File: src/rtl/dlx_pkg.sv
// Shared types for the dual-direction latched transceiver.
// Assumes exactly two directions, indexed by the constants below.
package dlx_pkg;
    localparam int NUM_DIR = 2;
    localparam int DIR_AB  = 0;
    localparam int DIR_BA  = 1;

    // Active-LOW control triple of one direction
    typedef struct packed {
        logic en_n;
        logic le_n;
        logic oe_n;
    } dir_ctrl_t;
endpackage

File: src/rtl/dlx_latch_bank.sv
// One storage bank: transparent while enabled, otherwise shows the registered
// copy. Assumes the controls are synchronous to clk, so the kept value is the
// source sampled at the last edge while the bank was open.
module dlx_latch_bank
    import dlx_pkg::*;
#(
    parameter int WIDTH = 8
) (
    input  logic             clk,
    input  logic             rst_n,
    input  dir_ctrl_t        ctrl,
    input  logic [WIDTH-1:0] src,
    output logic [WIDTH-1:0] q
);
    logic             open;
    logic [WIDTH-1:0] held;

    // Bank opens only when direction and latch enables are both LOW
    assign open = !ctrl.en_n && !ctrl.le_n;

    // Visible contents: source while open, kept copy while closed
    always_comb begin
        q = open ? src : held;
    end

    // Register the visible contents each edge; reset clears the bank
    always_ff @(posedge clk) begin
        if (!rst_n) begin
            held <= '0;
        end else begin
            held <= q;
        end
    end
endmodule

File: src/rtl/dlx_out_gate.sv
// Output gating of one direction: drives the bank contents when direction and
// output enables are both LOW, otherwise flags high impedance with zero data.
module dlx_out_gate
    import dlx_pkg::*;
#(
    parameter int WIDTH = 8
) (
    input  dir_ctrl_t        ctrl,
    input  logic [WIDTH-1:0] q,
    output logic [WIDTH-1:0] drv,
    output logic             oe
);
    // Decide drive enable and drive value for the destination bus
    always_comb begin
        oe  = !ctrl.en_n && !ctrl.oe_n;
        drv = oe ? q : '0;
    end
endmodule

File: src/rtl/dlx_xcvr.sv
// Top of the dual-direction latched transceiver. Builds one bank and one
// output gate per direction; the two directions share nothing but clk/rst_n.
module dlx_xcvr
    import dlx_pkg::*;
#(
    parameter int WIDTH = 8
) (
    input  logic             clk,
    input  logic             rst_n,
    input  logic [WIDTH-1:0] a_in,
    output logic [WIDTH-1:0] a_out,
    output logic             a_oe,
    input  logic [WIDTH-1:0] b_in,
    output logic [WIDTH-1:0] b_out,
    output logic             b_oe,
    input  logic             ab_en_n,
    input  logic             ab_le_n,
    input  logic             ab_oe_n,
    input  logic             ba_en_n,
    input  logic             ba_le_n,
    input  logic             ba_oe_n
);
    dir_ctrl_t        ctrl [NUM_DIR];
    logic [WIDTH-1:0] src  [NUM_DIR];
    logic [WIDTH-1:0] q    [NUM_DIR];
    logic [WIDTH-1:0] drv  [NUM_DIR];
    logic             oe   [NUM_DIR];
    logic [WIDTH-1:0] q_ab;
    logic [WIDTH-1:0] q_ba;

    // Route port controls and sources into per-direction arrays
    always_comb begin
        ctrl[DIR_AB] = '{en_n: ab_en_n, le_n: ab_le_n, oe_n: ab_oe_n};
        ctrl[DIR_BA] = '{en_n: ba_en_n, le_n: ba_le_n, oe_n: ba_oe_n};
        src[DIR_AB]  = a_in;
        src[DIR_BA]  = b_in;
    end

    for (genvar d = 0; d < NUM_DIR; d++) begin : g_dir
        dlx_latch_bank #(.WIDTH(WIDTH)) u_bank (
            .clk   (clk),
            .rst_n (rst_n),
            .ctrl  (ctrl[d]),
            .src   (src[d]),
            .q     (q[d])
        );
        dlx_out_gate #(.WIDTH(WIDTH)) u_gate (
            .ctrl (ctrl[d]),
            .q    (q[d]),
            .drv  (drv[d]),
            .oe   (oe[d])
        );
    end

    // Map per-direction results back to the destination bus ports
    always_comb begin
        b_out = drv[DIR_AB];
        b_oe  = oe[DIR_AB];
        a_out = drv[DIR_BA];
        a_oe  = oe[DIR_BA];
        q_ab  = q[DIR_AB];
        q_ba  = q[DIR_BA];
    end
endmodule

File: config.mk
export PLATFORM = sky130hd
export DESIGN_NAME = dlx_xcvr
export DESIGN_NICKNAME = d
export VERILOG_FILES = /design/src/rtl/dlx_pkg.sv /design/src/rtl/dlx_latch_bank.sv /design/src/rtl/dlx_out_gate.sv /design/src/rtl/dlx_xcvr.sv
export SDC_FILE = /design/constraint.sdc
export NUM_CORES = 1
export LEC_CHECK = 0
export ABC_AREA = 1
export ABC_CLOCK_PERIOD_IN_PS = 1300
export BUFFER_PORTS_ARGS = -buffer_cell sky130_fd_sc_hd__buf_2
export CAP_MARGIN = 40
export CORE_MARGIN = 1
export CORE_UTILIZATION = 40
export DETAILED_ROUTE_END_ITERATION = 10
export PLACE_DENSITY_LB_ADDON = 0.05
export SYNTH_ARGS = -nofsm -noshare
export SYNTH_HDL_FRONTEND = slang
export SYNTH_HIERARCHICAL = 1
export SYNTH_SLANG_ARGS = --single-unit
File: constraint.sdc
create_clock -name clk -period 1.3 [get_ports clk]
set_input_delay 0.065 -clock clk [delete_from_list [all_inputs] [get_ports clk]]
set_output_delay 0.065 -clock clk [all_outputs]
set_load 0.01 [all_outputs]
==> results of run 1 <==
==> worst paths after layout <==
path | from | to
worst max-delay path | g_dir[1].u_bank/held[7] | a_out[7]
worst min-delay path | a_in[4] | g_dir[0].u_bank/held[4]
worst max register to register | g_dir[1].u_bank/held[7] | g_dir[1].u_bank/held[7]
worst min register to register | g_dir[1].u_bank/held[4] | g_dir[1].u_bank/held[4]
==> power groups by stage <==
stage	clock (W)	combinational, W	sequential (W)
after floorplan	0	0.000177	0.000540
after global placement	0	0.000270	0.000542
after detailed placement	0	0.000272	0.000543
after CTS	0.000273	0.000275	0.000531
after global routing	0.000293	0.000316	0.000535
final	0.000255	0.000272	0.000531
==> layout by cell type, fill, tap and decap left out, drive strengths merged <==
cell    instances
dfxtp          16
nor2           34
inv            72
nand2          34
buf            41
o21ai          16
clkbuf          3
==> final cells by class <==
class,count,area [µm²],share of cell area
timing repair buffer,41,205.2,0.1629
sequential,16,321.6,0.2552
clock buffer,3,22.52,0.01787
multi-input combinational,84,405.4,0.3217
inverter,72,270.3,0.2145
tap,28,35.03,0.02781
==> through the flow <==
| step | std cells | hold WS, ns | util | area, µm² |
|---|---|---|---|---|
| 6_report | 244 | 0.09758 | 0.5536 | 1260 |
| 5_1_grt | 244 | 0.1252 | 0.5536 | 1260 |
| 4_1_cts | 244 | 0.08957 | 0.5531 | 1259 |
| 3_5_place_dp | 241 | 0.3892 | 0.5432 | 1236 |
| 3_3_place_gp | 241 | 0.3820 | 0.5432 | 1236 |
| 2_1_floorplan | 172 | 0.2641 | - | 996.0 |
==> cell families (layout without fill, tap and decap cells) <==
group | count (synthesis) | after routing | synth area share
buffers and inverters | 72 | 116 | 0.2713
AOI/OAI and AO/OA | 16 | 16 | 0.08041
and+or+nand+nor | 68 | 68 | 0.3266
DFF | 16 | 16 | 0.3216
==> worst max-delay path: cells and delay by family (launching register included) <==
kind	cells	cell delay (ns)
buf+inv	4	0.27
compound gates	1	0.07
flops	1	0.33
simple gates	2	0.17
==> per-layer routing <==
layer / up-vias / routed length [µm]
li1: 554 / -
met1: 392 / 950
met2: 23 / 863
met3: 2 / 98
met4: 0 / 13
met5: - / 0
==> cells in the mapped netlist, drive strengths merged <==
cell type | count | share of area
dfxtp | 16 | 0.32
o21ai | 16 | 0.080
inv | 72 | 0.27
nand2 | 34 | 0.14
nor2 | 34 | 0.18
==> metrics.txt, run 1 <==
# TYPE chip_impl_metric gauge
chip_impl_info{name="status",value="finished clean"} 1
chip_impl_metric{name="std_cell_rows",unit=""} 17
chip_impl_metric{name="synth.yosys.warnings",unit=""} 6
chip_impl_metric{name="critPathMaxFanout",unit=""} 2
chip_impl_metric{name="setup_ws",unit="ns"} 0.1301
chip_impl_metric{name="design.die.area",unit="µm²"} 2694
chip_impl_info{name="grt_busiest_layer",value="met2"} 1
chip_impl_metric{name="die_h",unit="µm"} 51.90
chip_impl_metric{name="critical_path_arrival",unit="ns"} 1.10
chip_impl_metric{name="setup_fix_buffers_added_after_clock_tree_synthesis",unit=""} 0
chip_impl_info{name="max_flop_register",value="g_dir.u_bank/held"} 1
chip_impl_info{name="startpoint_type",value="flip-flop"} 1
chip_impl_info{name="cpMaxStageDelayCell",value="sky130_fd_sc_hd__dfxtp_1"} 1
chip_impl_info{name="end_kind",value="primary output"} 1
chip_impl_metric{name="worst_skew_pair.late_latency",unit="ns"} 0.28
chip_impl_metric{name="post-route-period-util",unit=""} 0.8999
chip_impl_metric{name="synthesis.area_per_instance",unit="µm²"} 5.790
chip_impl_metric{name="placeableCoreArea",unit="µm²"} 2276
chip_impl_metric{name="power_per_cell_area",unit="nW/µm²"} 839.6
chip_impl_metric{name="holdBufCountCts",unit=""} 0
chip_impl_metric{name="final-setup-viol-count",unit=""} 0
chip_impl_metric{name="cts-buffers-inserted",unit=""} 3
chip_impl_metric{name="timing.setup.tns",unit="ns"} 0
chip_impl_metric{name="grt_antenna_before_repair",unit=""} 0
chip_impl_metric{name="whs_path_depth",unit=""} 5
chip_impl_metric{name="largest_register_ffs",unit=""} 16
chip_impl_metric{name="met2_resource_use_gr",unit=""} 0.2692
chip_impl_info{name="path_cells",value="inv_1, o21ai_0, nand2_1, inv_1, inv_1, nor2_2, buf_2"} 1
chip_impl_metric{name="totalPowerFinal",unit="W"} 0.001058
chip_impl_metric{name="yosys_register_bits",unit=""} 16
chip_impl_info{name="setup_repair_after_global_routing_missed_its_margin",value="false"} 1
chip_impl_metric{name="synthDistinctLibCells",unit=""} 9
chip_impl_metric{name="die_w",unit="µm"} 51.90
chip_impl_metric{name="grt_pass1_vias",unit=""} 824
chip_impl_metric{name="p_clk_frac",unit=""} 0.241
chip_impl_info{name="cts_root_buffer",value="sky130_fd_sc_hd__clkbuf_4"} 1
chip_impl_metric{name="vias",unit=""} 971
chip_impl_metric{name="drc_markers",unit=""} 0
chip_impl_metric{name="drtPass1Iterations",unit=""} 4
chip_impl_metric{name="wire_length_per_cell_after_detailed_routing",unit="µm"} 7.885
chip_impl_metric{name="grt_max_degree",unit=""} 11
chip_impl_metric{name="peakVddDrop",unit="µV"} 442.7
chip_impl_metric{name="gr-usage-met1",unit=""} 0.2107
chip_impl_metric{name="grt-ovfl-total",unit=""} 0
chip_impl_metric{name="cellInternalPower",unit="W"} 0.0007346
chip_impl_metric{name="seqPwrFrac",unit=""} 0.502
chip_impl_metric{name="cts_htree_levels",unit=""} 1
chip_impl_metric{name="clock_sink_count",unit=""} 16
chip_impl_metric{name="drt-initial-drc-count",unit=""} 10
chip_impl_metric{name="route.antenna.remaining_nets",unit=""} 0
chip_impl_metric{name="layout-area-overhead-vs-synth",unit="%"} 26.51
chip_impl_metric{name="rrSetupSlack",unit="ns"} 0.63
chip_impl_info{name="worstHoldPathType",value="primary input to flip-flop"} 1
chip_impl_metric{name="netSwitchingFraction",unit=""} 0.3056
chip_impl_metric{name="critical_path_required",unit="ns"} 1.24
chip_impl_metric{name="share_comb_of_total_power",unit=""} 0.257
chip_impl_metric{name="worst_path_largest_cell_delay",unit="ns"} 0.33
chip_impl_metric{name="gate_count_of_the_mapped_netlist",unit=""} 172
chip_impl_metric{name="met3_usage",unit=""} 0.04094
chip_impl_metric{name="max-clock-path-buffers",unit=""} 2
chip_impl_metric{name="port-buffer-count",unit=""} 41
chip_impl_metric{name="power.leakage",unit="nW"} 0.8256
chip_impl_metric{name="cts.repair.resized",unit=""} 0
chip_impl_metric{name="final_layout_size_suffix_gt1_frac",unit=""} 0.3194
chip_impl_metric{name="globalRouteTotalUtil",unit=""} 0.1652
chip_impl_info{name="largest_registers_in_the_final_layout",value="g_dir.u_bank/held: 16 flops"} 1
chip_impl_metric{name="worst_setup_hold_path_clk_slew",unit="ns"} 0.09
chip_impl_metric{name="tightestPinTransition",unit="ns"} 0.2642
chip_impl_metric{name="final_min_period",unit="ns"} 1.170
chip_impl_metric{name="worst_r2r_path_depth",unit=""} 4
chip_impl_metric{name="filler_cells_inserted",unit=""} 250
chip_impl_metric{name="preCtsSetupSlack",unit="ns"} 0.3715
chip_impl_info{name="tritoncts_clock_tree",value="built"} 1
chip_impl_metric{name="routabilityCongestion",unit=""} 0.8111
chip_impl_metric{name="max-slew-margin-rel",unit=""} 0.8237
chip_impl_metric{name="syn-cell-area",unit="µm²"} 996.0
chip_impl_metric{name="antennaDiodeCount",unit=""} 0
chip_impl_info{name="cell_repeated_most_along_the_worst_path",value="sky130_fd_sc_hd__inv_1"} 1
chip_impl_metric{name="grt_first_pass_wirelength",unit="µm"} 3332
chip_impl_metric{name="starting_utilization_of_the_core_area",unit=""} 0.4376
chip_impl_metric{name="mappedNetlistNets",unit=""} 196
chip_impl_metric{name="drv.max_cap_violation_count",unit=""} 0
chip_impl_metric{name="power_switching",unit="W"} 0.0003233
chip_impl_metric{name="num_io_pins",unit=""} 42
chip_impl_info{name="crit_type",value="flip-flop to primary output"} 1
chip_impl_metric{name="totalWireLength",unit="µm"} 1924
chip_impl_metric{name="report.final.slew_viol_count",unit=""} 0
chip_impl_metric{name="max_clock_freq",unit="GHz"} 0.8548
chip_impl_metric{name="hold_viol_final",unit=""} 0
chip_impl_metric{name="final_net_count",unit=""} 242
chip_impl_metric{name="dp.final_hpwl",unit="µm"} 1514
chip_impl_metric{name="vias_per_cell",unit=""} 3.980
chip_impl_metric{name="seq_area_frac_synth",unit=""} 0.3216
chip_impl_metric{name="fin_worst_skew",unit="ns"} 0
Power figures use the tool's default switching activity.
==> run 2, diff against run 1 <==
--- a/config.mk
+++ b/config.mk
@@ -10,9 +10,10 @@
 export BUFFER_PORTS_ARGS = -buffer_cell sky130_fd_sc_hd__buf_2
 export CAP_MARGIN = 40
 export CORE_MARGIN = 1
-export CORE_UTILIZATION = 40
+export CORE_UTILIZATION = 44
 export DETAILED_ROUTE_END_ITERATION = 10
 export PLACE_DENSITY_LB_ADDON = 0.05
+export REMOVE_ABC_BUFFERS = 1
 export SYNTH_ARGS = -nofsm -noshare
 export SYNTH_HDL_FRONTEND = slang
 export SYNTH_HIERARCHICAL = 1
==> run 2 against run 1 <==
Wire length rose by 0.36%. Sequential cell count did not move. Maximum frequency shrank 0.96%. Setup slack lost 0.011 ns. Largest cell class unchanged. Utilization grew 7.5 points.
==> metrics.txt, run 2 (synthesized netlist as in run 1, its figures left out) <==
# TYPE chip_impl_metric gauge
chip_impl_info{name="worstHoldPathType",value="primary input to flip-flop"} 1
chip_impl_metric{name="utilization_after_layout",unit=""} 0.6287
chip_impl_metric{name="final_cell_count_no_fill",unit=""} 245
chip_impl_metric{name="hold_viol_final",unit=""} 0
chip_impl_metric{name="design.die.area",unit="µm²"} 2458
chip_impl_metric{name="layout-area-overhead-vs-synth",unit="%"} 28.89
chip_impl_info{name="largest_registers_in_the_final_layout",value="g_dir.u_bank/held: 16 flops"} 1
chip_impl_metric{name="die_h",unit="µm"} 49.58
chip_impl_info{name="cts_root_buffer",value="sky130_fd_sc_hd__clkbuf_4"} 1
chip_impl_metric{name="power.leakage",unit="nW"} 0.8362
chip_impl_metric{name="drc_markers",unit=""} 0
chip_impl_metric{name="drt-initial-drc-count",unit=""} 10
chip_impl_metric{name="grt_pass1_vias",unit=""} 889
chip_impl_metric{name="report.final.slew_viol_count",unit=""} 0
chip_impl_metric{name="totalWireLength",unit="µm"} 1931
chip_impl_metric{name="register_area",unit="µm²"} 325.3
chip_impl_metric{name="critical_path_required",unit="ns"} 1.24
chip_impl_metric{name="cts-buffers-inserted",unit=""} 3
chip_impl_info{name="crit_type",value="flip-flop to primary output"} 1
chip_impl_metric{name="num_io_pins",unit=""} 42
chip_impl_metric{name="power_per_cell_area",unit="nW/µm²"} 895.0
chip_impl_metric{name="wire_length_per_cell_after_detailed_routing",unit="µm"} 7.882
chip_impl_metric{name="max-slew-margin-rel",unit=""} 0.8215
chip_impl_metric{name="netSwitchingFraction",unit=""} 0.3003
chip_impl_metric{name="placeableCoreArea",unit="µm²"} 2042
chip_impl_metric{name="final_layout_size_suffix_gt1_frac",unit=""} 0.3486
chip_impl_metric{name="vias",unit=""} 1004
chip_impl_info{name="most_frequent_standard_cell_in_the_layout_excluding_fill_and_tap_cells",value="sky130_fd_sc_hd__inv_1"} 1
chip_impl_metric{name="worst_skew_pair.late_latency",unit="ns"} 0.29
chip_impl_metric{name="max-clock-path-buffers",unit=""} 2
chip_impl_metric{name="placed_cells_incl_taps",unit=""} 240
chip_impl_metric{name="fin_worst_skew",unit="ns"} 0
chip_impl_metric{name="p_clk_frac",unit=""} 0.294
chip_impl_metric{name="final_min_period",unit="ns"} 1.181
chip_impl_metric{name="drv.max_cap_violation_count",unit=""} 0
chip_impl_metric{name="critical_path_arrival",unit="ns"} 1.12
chip_impl_metric{name="final-setup-viol-count",unit=""} 0
chip_impl_metric{name="largest_register_ffs",unit=""} 16
chip_impl_info{name="end_kind",value="primary output"} 1
chip_impl_metric{name="cellInternalPower",unit="W"} 0.0008040
chip_impl_metric{name="starting_utilization_of_the_core_area",unit=""} 0.4877
chip_impl_metric{name="die_w",unit="µm"} 49.58
chip_impl_metric{name="routabilityCongestion",unit=""} 0.8274
chip_impl_metric{name="antennaDiodeCount",unit=""} 0
chip_impl_metric{name="seqPwrFrac",unit=""} 0.463
chip_impl_metric{name="grt_max_degree",unit=""} 11
chip_impl_metric{name="post-route-period-util",unit=""} 0.9087
chip_impl_metric{name="grt-ovfl-total",unit=""} 0
chip_impl_info{name="max_flop_register",value="g_dir.u_bank/held"} 1
chip_impl_metric{name="grt_first_pass_wirelength",unit="µm"} 3636
chip_impl_metric{name="dp.final_hpwl",unit="µm"} 1449
chip_impl_metric{name="max_clock_freq",unit="GHz"} 0.8465
chip_impl_metric{name="grt_antenna_before_repair",unit=""} 0
chip_impl_metric{name="port-buffer-count",unit=""} 41
chip_impl_info{name="leading_cell_types_in_the_layout_fill_and_taps_excluded",value="sky130_fd_sc_hd__inv_1 (66), sky130_fd_sc_hd__buf_2 (41), sky130_fd_sc_hd__nand2_1 (32)"} 1
chip_impl_metric{name="route.antenna.remaining_nets",unit=""} 0
chip_impl_metric{name="vias_per_cell",unit=""} 4.098
chip_impl_metric{name="final_net_count",unit=""} 243
chip_impl_metric{name="worst_setup_hold_path_clk_slew",unit="ns"} 0.10
chip_impl_metric{name="std_cell_rows",unit=""} 16
chip_impl_metric{name="cts_htree_levels",unit=""} 1
chip_impl_info{name="startpoint_type",value="flip-flop"} 1
chip_impl_metric{name="power_switching",unit="W"} 0.0003450
chip_impl_metric{name="multi_input_logic_area",unit="µm²"} 405.4
chip_impl_metric{name="critPathMaxFanout",unit=""} 2
chip_impl_metric{name="filler_cells_inserted",unit=""} 210
chip_impl_metric{name="peakVddDrop",unit="µV"} 501.2
chip_impl_metric{name="final_area",unit="µm²"} 1284
chip_impl_metric{name="clock_sink_count",unit=""} 16
chip_impl_info{name="tritoncts_clock_tree",value="built"} 1
chip_impl_metric{name="globalRouteTotalUtil",unit=""} 0.1924
chip_impl_metric{name="postPlaceCellArea",unit="µm²"} 1235
chip_impl_metric{name="tightestPinTransition",unit="ns"} 0.2675
chip_impl_info{name="status",value="finished clean"} 1
chip_impl_metric{name="share_comb_of_total_power",unit=""} 0.243
chip_impl_metric{name="drtPass1Iterations",unit=""} 3
-- run 2: cell types whose count changed in the layout (fill, tap and decap cells not counted), sizes merged --
cell | before | now
buf | 41 | 42
clkbuf | 3 | 4
-- run 2: power groups by stage --
stage | registers [W] | clock network (W) | logic, W
final | 0.000533 | 0.000337 | 0.000279
after global routing | 0.000536 | 0.000373 | 0.000329
after CTS | 0.000531 | 0.000354 | 0.000274
after detailed placement | 0.000543 | 0 | 0.000272
after global placement | 0.000541 | 0 | 0.000267
after floorplan | 0.000540 | 0 | 0.000177
-- run 2: worst max-delay path: stages, from the launching register on --
cell	delay (ns)
sky130_fd_sc_hd__dfxtp_1	0.32
sky130_fd_sc_hd__inv_1	0.03
sky130_fd_sc_hd__o21ai_1	0.07
sky130_fd_sc_hd__nand2_1	0.09
sky130_fd_sc_hd__inv_1	0.06
sky130_fd_sc_hd__inv_1	0.04
sky130_fd_sc_hd__nor2_2	0.08
sky130_fd_sc_hd__buf_2	0.13
-- run 2: worst paths after layout --
path	slack (ns)	end	startpoint	cells past startpoint
worst max-delay path	0.12	b_out[4]	g_dir[0].u_bank/held[4]	7
worst min-delay path	0.09	g_dir[0].u_bank/held[2]	a_in[2]	5
worst max register to register	0.56	g_dir[1].u_bank/held[6]	g_dir[1].u_bank/held[6]	5
worst min register to register	0.55	g_dir[1].u_bank/held[4]	g_dir[1].u_bank/held[4]	4
-- run 2: final cells by class --
type	count	area share
Sequential cell	16	0.2534
Inverter	72	0.2105
Timing Repair Buffer	42	0.1657
Multi-Input combinational cell	84	0.3158
Tap cell	27	0.02632
Clock buffer	4	0.02827
-- run 2: routing by layer --
metal  global-route usage  part of all wire  vias up
li1                     -                 -      558
met1               0.2250              0.48      423
met2               0.3333              0.46       21
met3              0.04012             0.047        2
met4              0.08571            0.0062        0
met5                    0                 0        -
-- run 2: timing repair --
item / 4_1_cts / 5_1_grt
buffers inserted: 0 / 1
hold buffers: 0 / 0
resized for setup: 0 / 9
setup endpoints to repair: 0 / 6
-- run 2: through the flow --
stage	total power (W)	setup slack (ns)	hold slack (ns)	TNS, ns
4_1_cts	0.001158	0.08840	0.07629	0
2_1_floorplan	0.0007177	0.5753	0.2641	0
3_5_place_dp	0.0008142	0.3482	0.3900	0
5_1_grt	0.001238	-0.0005305	0.09760	-0.0005305
6_report	0.001149	0.1187	0.08793	0
3_3_place_gp	0.0008087	0.3662	0.3784	0
==> run 3, diff against run 2 <==
--- a/config.mk
+++ b/config.mk
@@ -10,9 +10,11 @@
 export BUFFER_PORTS_ARGS = -buffer_cell sky130_fd_sc_hd__buf_2
 export CAP_MARGIN = 40
 export CORE_MARGIN = 1
-export CORE_UTILIZATION = 44
+export CORE_UTILIZATION = 50
 export DETAILED_ROUTE_END_ITERATION = 10
+export HOLD_SLACK_MARGIN = 0.02
 export PLACE_DENSITY_LB_ADDON = 0.05
+export RECOVER_POWER = 100
 export REMOVE_ABC_BUFFERS = 1
 export SYNTH_ARGS = -nofsm -noshare
 export SYNTH_HDL_FRONTEND = slang
==> run 3 against run 2 <==
Utilization rose by 7.1 points. Final cell count fell by 1.2%. Register-to-register slack improved by 0.03 ns. Wire length fell by 2.1%. Maximum frequency fell by 0.12%. Critical path depth did not move. Power fell by 1.9%. Largest cell class unchanged. Largest power group unchanged.
==> metrics.txt, run 3 (synthesized netlist as in run 1, its figures left out) <==
# TYPE chip_impl_metric gauge
chip_impl_info{name="status",value="finished clean"} 1
chip_impl_metric{name="whs_path_depth",unit=""} 5
chip_impl_metric{name="holdBufCountCts",unit=""} 0
chip_impl_metric{name="wire_length_per_cell_after_detailed_routing",unit="µm"} 7.810
chip_impl_metric{name="drtPass1Iterations",unit=""} 4
chip_impl_metric{name="grt_max_degree",unit=""} 11
chip_impl_metric{name="totalPowerFinal",unit="W"} 0.001128
chip_impl_metric{name="filler_cells_inserted",unit=""} 183
chip_impl_metric{name="clock_sink_count",unit=""} 16
chip_impl_metric{name="vias",unit=""} 991
chip_impl_metric{name="hold_viol_final",unit=""} 0
chip_impl_info{name="leading_cell_types_in_the_layout_fill_and_taps_excluded",value="sky130_fd_sc_hd__inv_1 (68), sky130_fd_sc_hd__nand2_1 (32), sky130_fd_sc_hd__buf_2 (25)"} 1
chip_impl_info{name="reg2reg_from",value="g_dir[1].u_bank/held[7]"} 1
chip_impl_info{name="critical_path.top_delay_family",value="flip-flops"} 1
chip_impl_info{name="largest_registers_in_the_final_layout",value="g_dir.u_bank/held: 16 flops"} 1
chip_impl_info{name="worstHoldPathType",value="primary input to flip-flop"} 1
chip_impl_metric{name="grt_pass1_vias",unit=""} 758
chip_impl_metric{name="cp_num_cells",unit=""} 7
chip_impl_info{name="crit_type",value="flip-flop to primary output"} 1
chip_impl_metric{name="routabilityCongestion",unit=""} 0.8041
chip_impl_metric{name="die_w",unit="µm"} 46.63
chip_impl_metric{name="worst_path_largest_cell_delay",unit="ns"} 0.33
chip_impl_metric{name="worst_skew_pair.late_latency",unit="ns"} 0.28
chip_impl_metric{name="drc_markers",unit=""} 0
chip_impl_metric{name="final_area",unit="µm²"} 1261
chip_impl_metric{name="final_layout_size_suffix_gt1_frac",unit=""} 0.2903
chip_impl_metric{name="port-buffer-count",unit=""} 41
chip_impl_metric{name="critPathMaxFanout",unit=""} 2
chip_impl_metric{name="grt_first_pass_wirelength",unit="µm"} 2994
chip_impl_info{name="most_frequent_standard_cell_in_the_layout_excluding_fill_and_tap_cells",value="sky130_fd_sc_hd__inv_1"} 1
chip_impl_metric{name="postPlaceCellArea",unit="µm²"} 1232
chip_impl_metric{name="grt_antenna_before_repair",unit=""} 0
chip_impl_metric{name="layout-area-overhead-vs-synth",unit="%"} 26.63
chip_impl_metric{name="grt-ovfl-total",unit=""} 0
chip_impl_info{name="path_cells",value="inv_1, o21ai_0, nand2_1, inv_1, inv_1, nor2_2, buf_2"} 1
chip_impl_metric{name="final_min_period",unit="ns"} 1.183
chip_impl_info{name="startpoint_type",value="flip-flop"} 1
chip_impl_metric{name="power.leakage",unit="nW"} 0.7998
chip_impl_metric{name="route.antenna.remaining_nets",unit=""} 0
chip_impl_metric{name="globalRouteTotalUtil",unit=""} 0.1929
chip_impl_info{name="max_flop_register",value="g_dir.u_bank/held"} 1
chip_impl_metric{name="worst_setup_hold_path_clk_slew",unit="ns"} 0.09
chip_impl_metric{name="drt-initial-drc-count",unit=""} 11
chip_impl_metric{name="tightestPinTransition",unit="ns"} 0.4634
chip_impl_info{name="end_kind",value="primary output"} 1
chip_impl_metric{name="cts_htree_levels",unit=""} 1
chip_impl_metric{name="final-setup-viol-count",unit=""} 0
chip_impl_metric{name="placed_cells_incl_taps",unit=""} 238
chip_impl_metric{name="fin_worst_skew",unit="ns"} 0
chip_impl_metric{name="multi_input_logic_area",unit="µm²"} 405.4
chip_impl_metric{name="drv.max_cap_violation_count",unit=""} 0
chip_impl_metric{name="vias_per_cell",unit=""} 4.095
chip_impl_metric{name="final_net_count",unit=""} 242
chip_impl_metric{name="max-clock-path-buffers",unit=""} 2
chip_impl_metric{name="final_cell_count_no_fill",unit=""} 242
chip_impl_metric{name="timing.setup.tns",unit="ns"} 0
chip_impl_metric{name="die_h",unit="µm"} 46.63
chip_impl_metric{name="power_per_cell_area",unit="nW/µm²"} 894.0
chip_impl_metric{name="path_buf_inv",unit=""} 4
chip_impl_metric{name="post-route-period-util",unit=""} 0.9097
chip_impl_metric{name="critical_path_required",unit="ns"} 1.24
chip_impl_info{name="worstHoldStart",value="b_in[1]"} 1
chip_impl_metric{name="setup_fix_buffers_added_after_clock_tree_synthesis",unit=""} 0
chip_impl_metric{name="antennaDiodeCount",unit=""} 0
chip_impl_metric{name="peakVddDrop",unit="µV"} 1035
chip_impl_info{name="critPathLaunch",value="g_dir[1].u_bank/held[7]"} 1
chip_impl_metric{name="max_clock_freq",unit="GHz"} 0.8455
chip_impl_metric{name="worst_r2r_path_depth",unit=""} 4
chip_impl_info{name="cts_root_buffer",value="sky130_fd_sc_hd__clkbuf_4"} 1
chip_impl_metric{name="register_area",unit="µm²"} 321.6
chip_impl_info{name="tritoncts_clock_tree",value="built"} 1
chip_impl_metric{name="utilization_after_layout",unit=""} 0.7000
chip_impl_metric{name="starting_utilization_of_the_core_area",unit=""} 0.5528
chip_impl_info{name="setup_repair_after_global_routing_missed_its_margin",value="false"} 1
chip_impl_metric{name="design.die.area",unit="µm²"} 2174
chip_impl_metric{name="num_io_pins",unit=""} 42
chip_impl_metric{name="cts-buffers-inserted",unit=""} 3
chip_impl_info{name="cell_repeated_most_along_the_worst_path",value="sky130_fd_sc_hd__inv_1"} 1
chip_impl_metric{name="std_cell_rows",unit=""} 15
chip_impl_metric{name="totalWireLength",unit="µm"} 1890
chip_impl_metric{name="dp.final_hpwl",unit="µm"} 1538
chip_impl_metric{name="placeableCoreArea",unit="µm²"} 1802
chip_impl_info{name="cpMaxStageDelayCell",value="sky130_fd_sc_hd__dfxtp_2"} 1
chip_impl_metric{name="largest_register_ffs",unit=""} 16
chip_impl_metric{name="report.final.slew_viol_count",unit=""} 0
chip_impl_metric{name="max-slew-margin-rel",unit=""} 0.6911
chip_impl_metric{name="cts.repair.resized",unit=""} 0
chip_impl_metric{name="critical_path_arrival",unit="ns"} 1.12
## run 3: cell count changes in the layout (fill, tap and decap cells not counted)
cell / delta
sky130_fd_sc_hd__clkbuf_2: +9
sky130_fd_sc_hd__inv_2: -2
sky130_fd_sc_hd__dfxtp_2: -3
sky130_fd_sc_hd__o21ai_1: -3
sky130_fd_sc_hd__dfxtp_1: +3
sky130_fd_sc_hd__buf_4: -1
sky130_fd_sc_hd__inv_1: +2
sky130_fd_sc_hd__clkbuf_1: +7
sky130_fd_sc_hd__o21ai_0: +3
sky130_fd_sc_hd__buf_2: -16
## run 3: worst paths after layout
| check | to | slack [ns] |
|---|---|---|
| worst max register to register | g_dir[1].u_bank/held[7] | 0.59 |
| worst min register to register | g_dir[1].u_bank/held[1] | 0.55 |
| worst max-delay path | a_out[7] | 0.12 |
| worst min-delay path | g_dir[1].u_bank/held[1] | 0.1 |
## run 3: per-layer routing
layer,up-vias,wire [µm],global-route usage
li1,555,-,-
met1,409,924,0.2458
met2,25,867,0.3222
met3,2,83,0.04706
met4,0,14,0.05143
met5,-,0,0
## run 3: worst register-to-register path, cell delays in order (launching register included)
cell	delay, ns
sky130_fd_sc_hd__dfxtp_2	0.33
sky130_fd_sc_hd__inv_1	0.05
sky130_fd_sc_hd__o21ai_0	0.08
sky130_fd_sc_hd__nand2_1	0.10
sky130_fd_sc_hd__nor2_1	0.04
## run 3: final cells by class
| class | count | area share |
|---|---|---|
| clock buffer | 4 | 0.02877 |
| multi-input combinational | 84 | 0.3214 |
| tap | 25 | 0.02480 |
| sequential | 16 | 0.2550 |
| timing repair buffer | 41 | 0.1558 |
| inverter | 72 | 0.2143 |
## run 3: per-stage QoR
stage | hold WS, ns | setup WS, ns
3_5_place_dp | 0.3915 | 0.3614
2_1_floorplan | 0.2641 | 0.5753
4_1_cts | 0.09645 | 0.1024
3_3_place_gp | 0.3824 | 0.3718
5_1_grt | 0.1131 | 0.009982
6_report | 0.09531 | 0.1173
## run 3: where the power goes
group	internal, W	switching (W)
logic	0.000101	0.000169
registers	0.000523	0.00000807
clock network	0.000170	0.000156
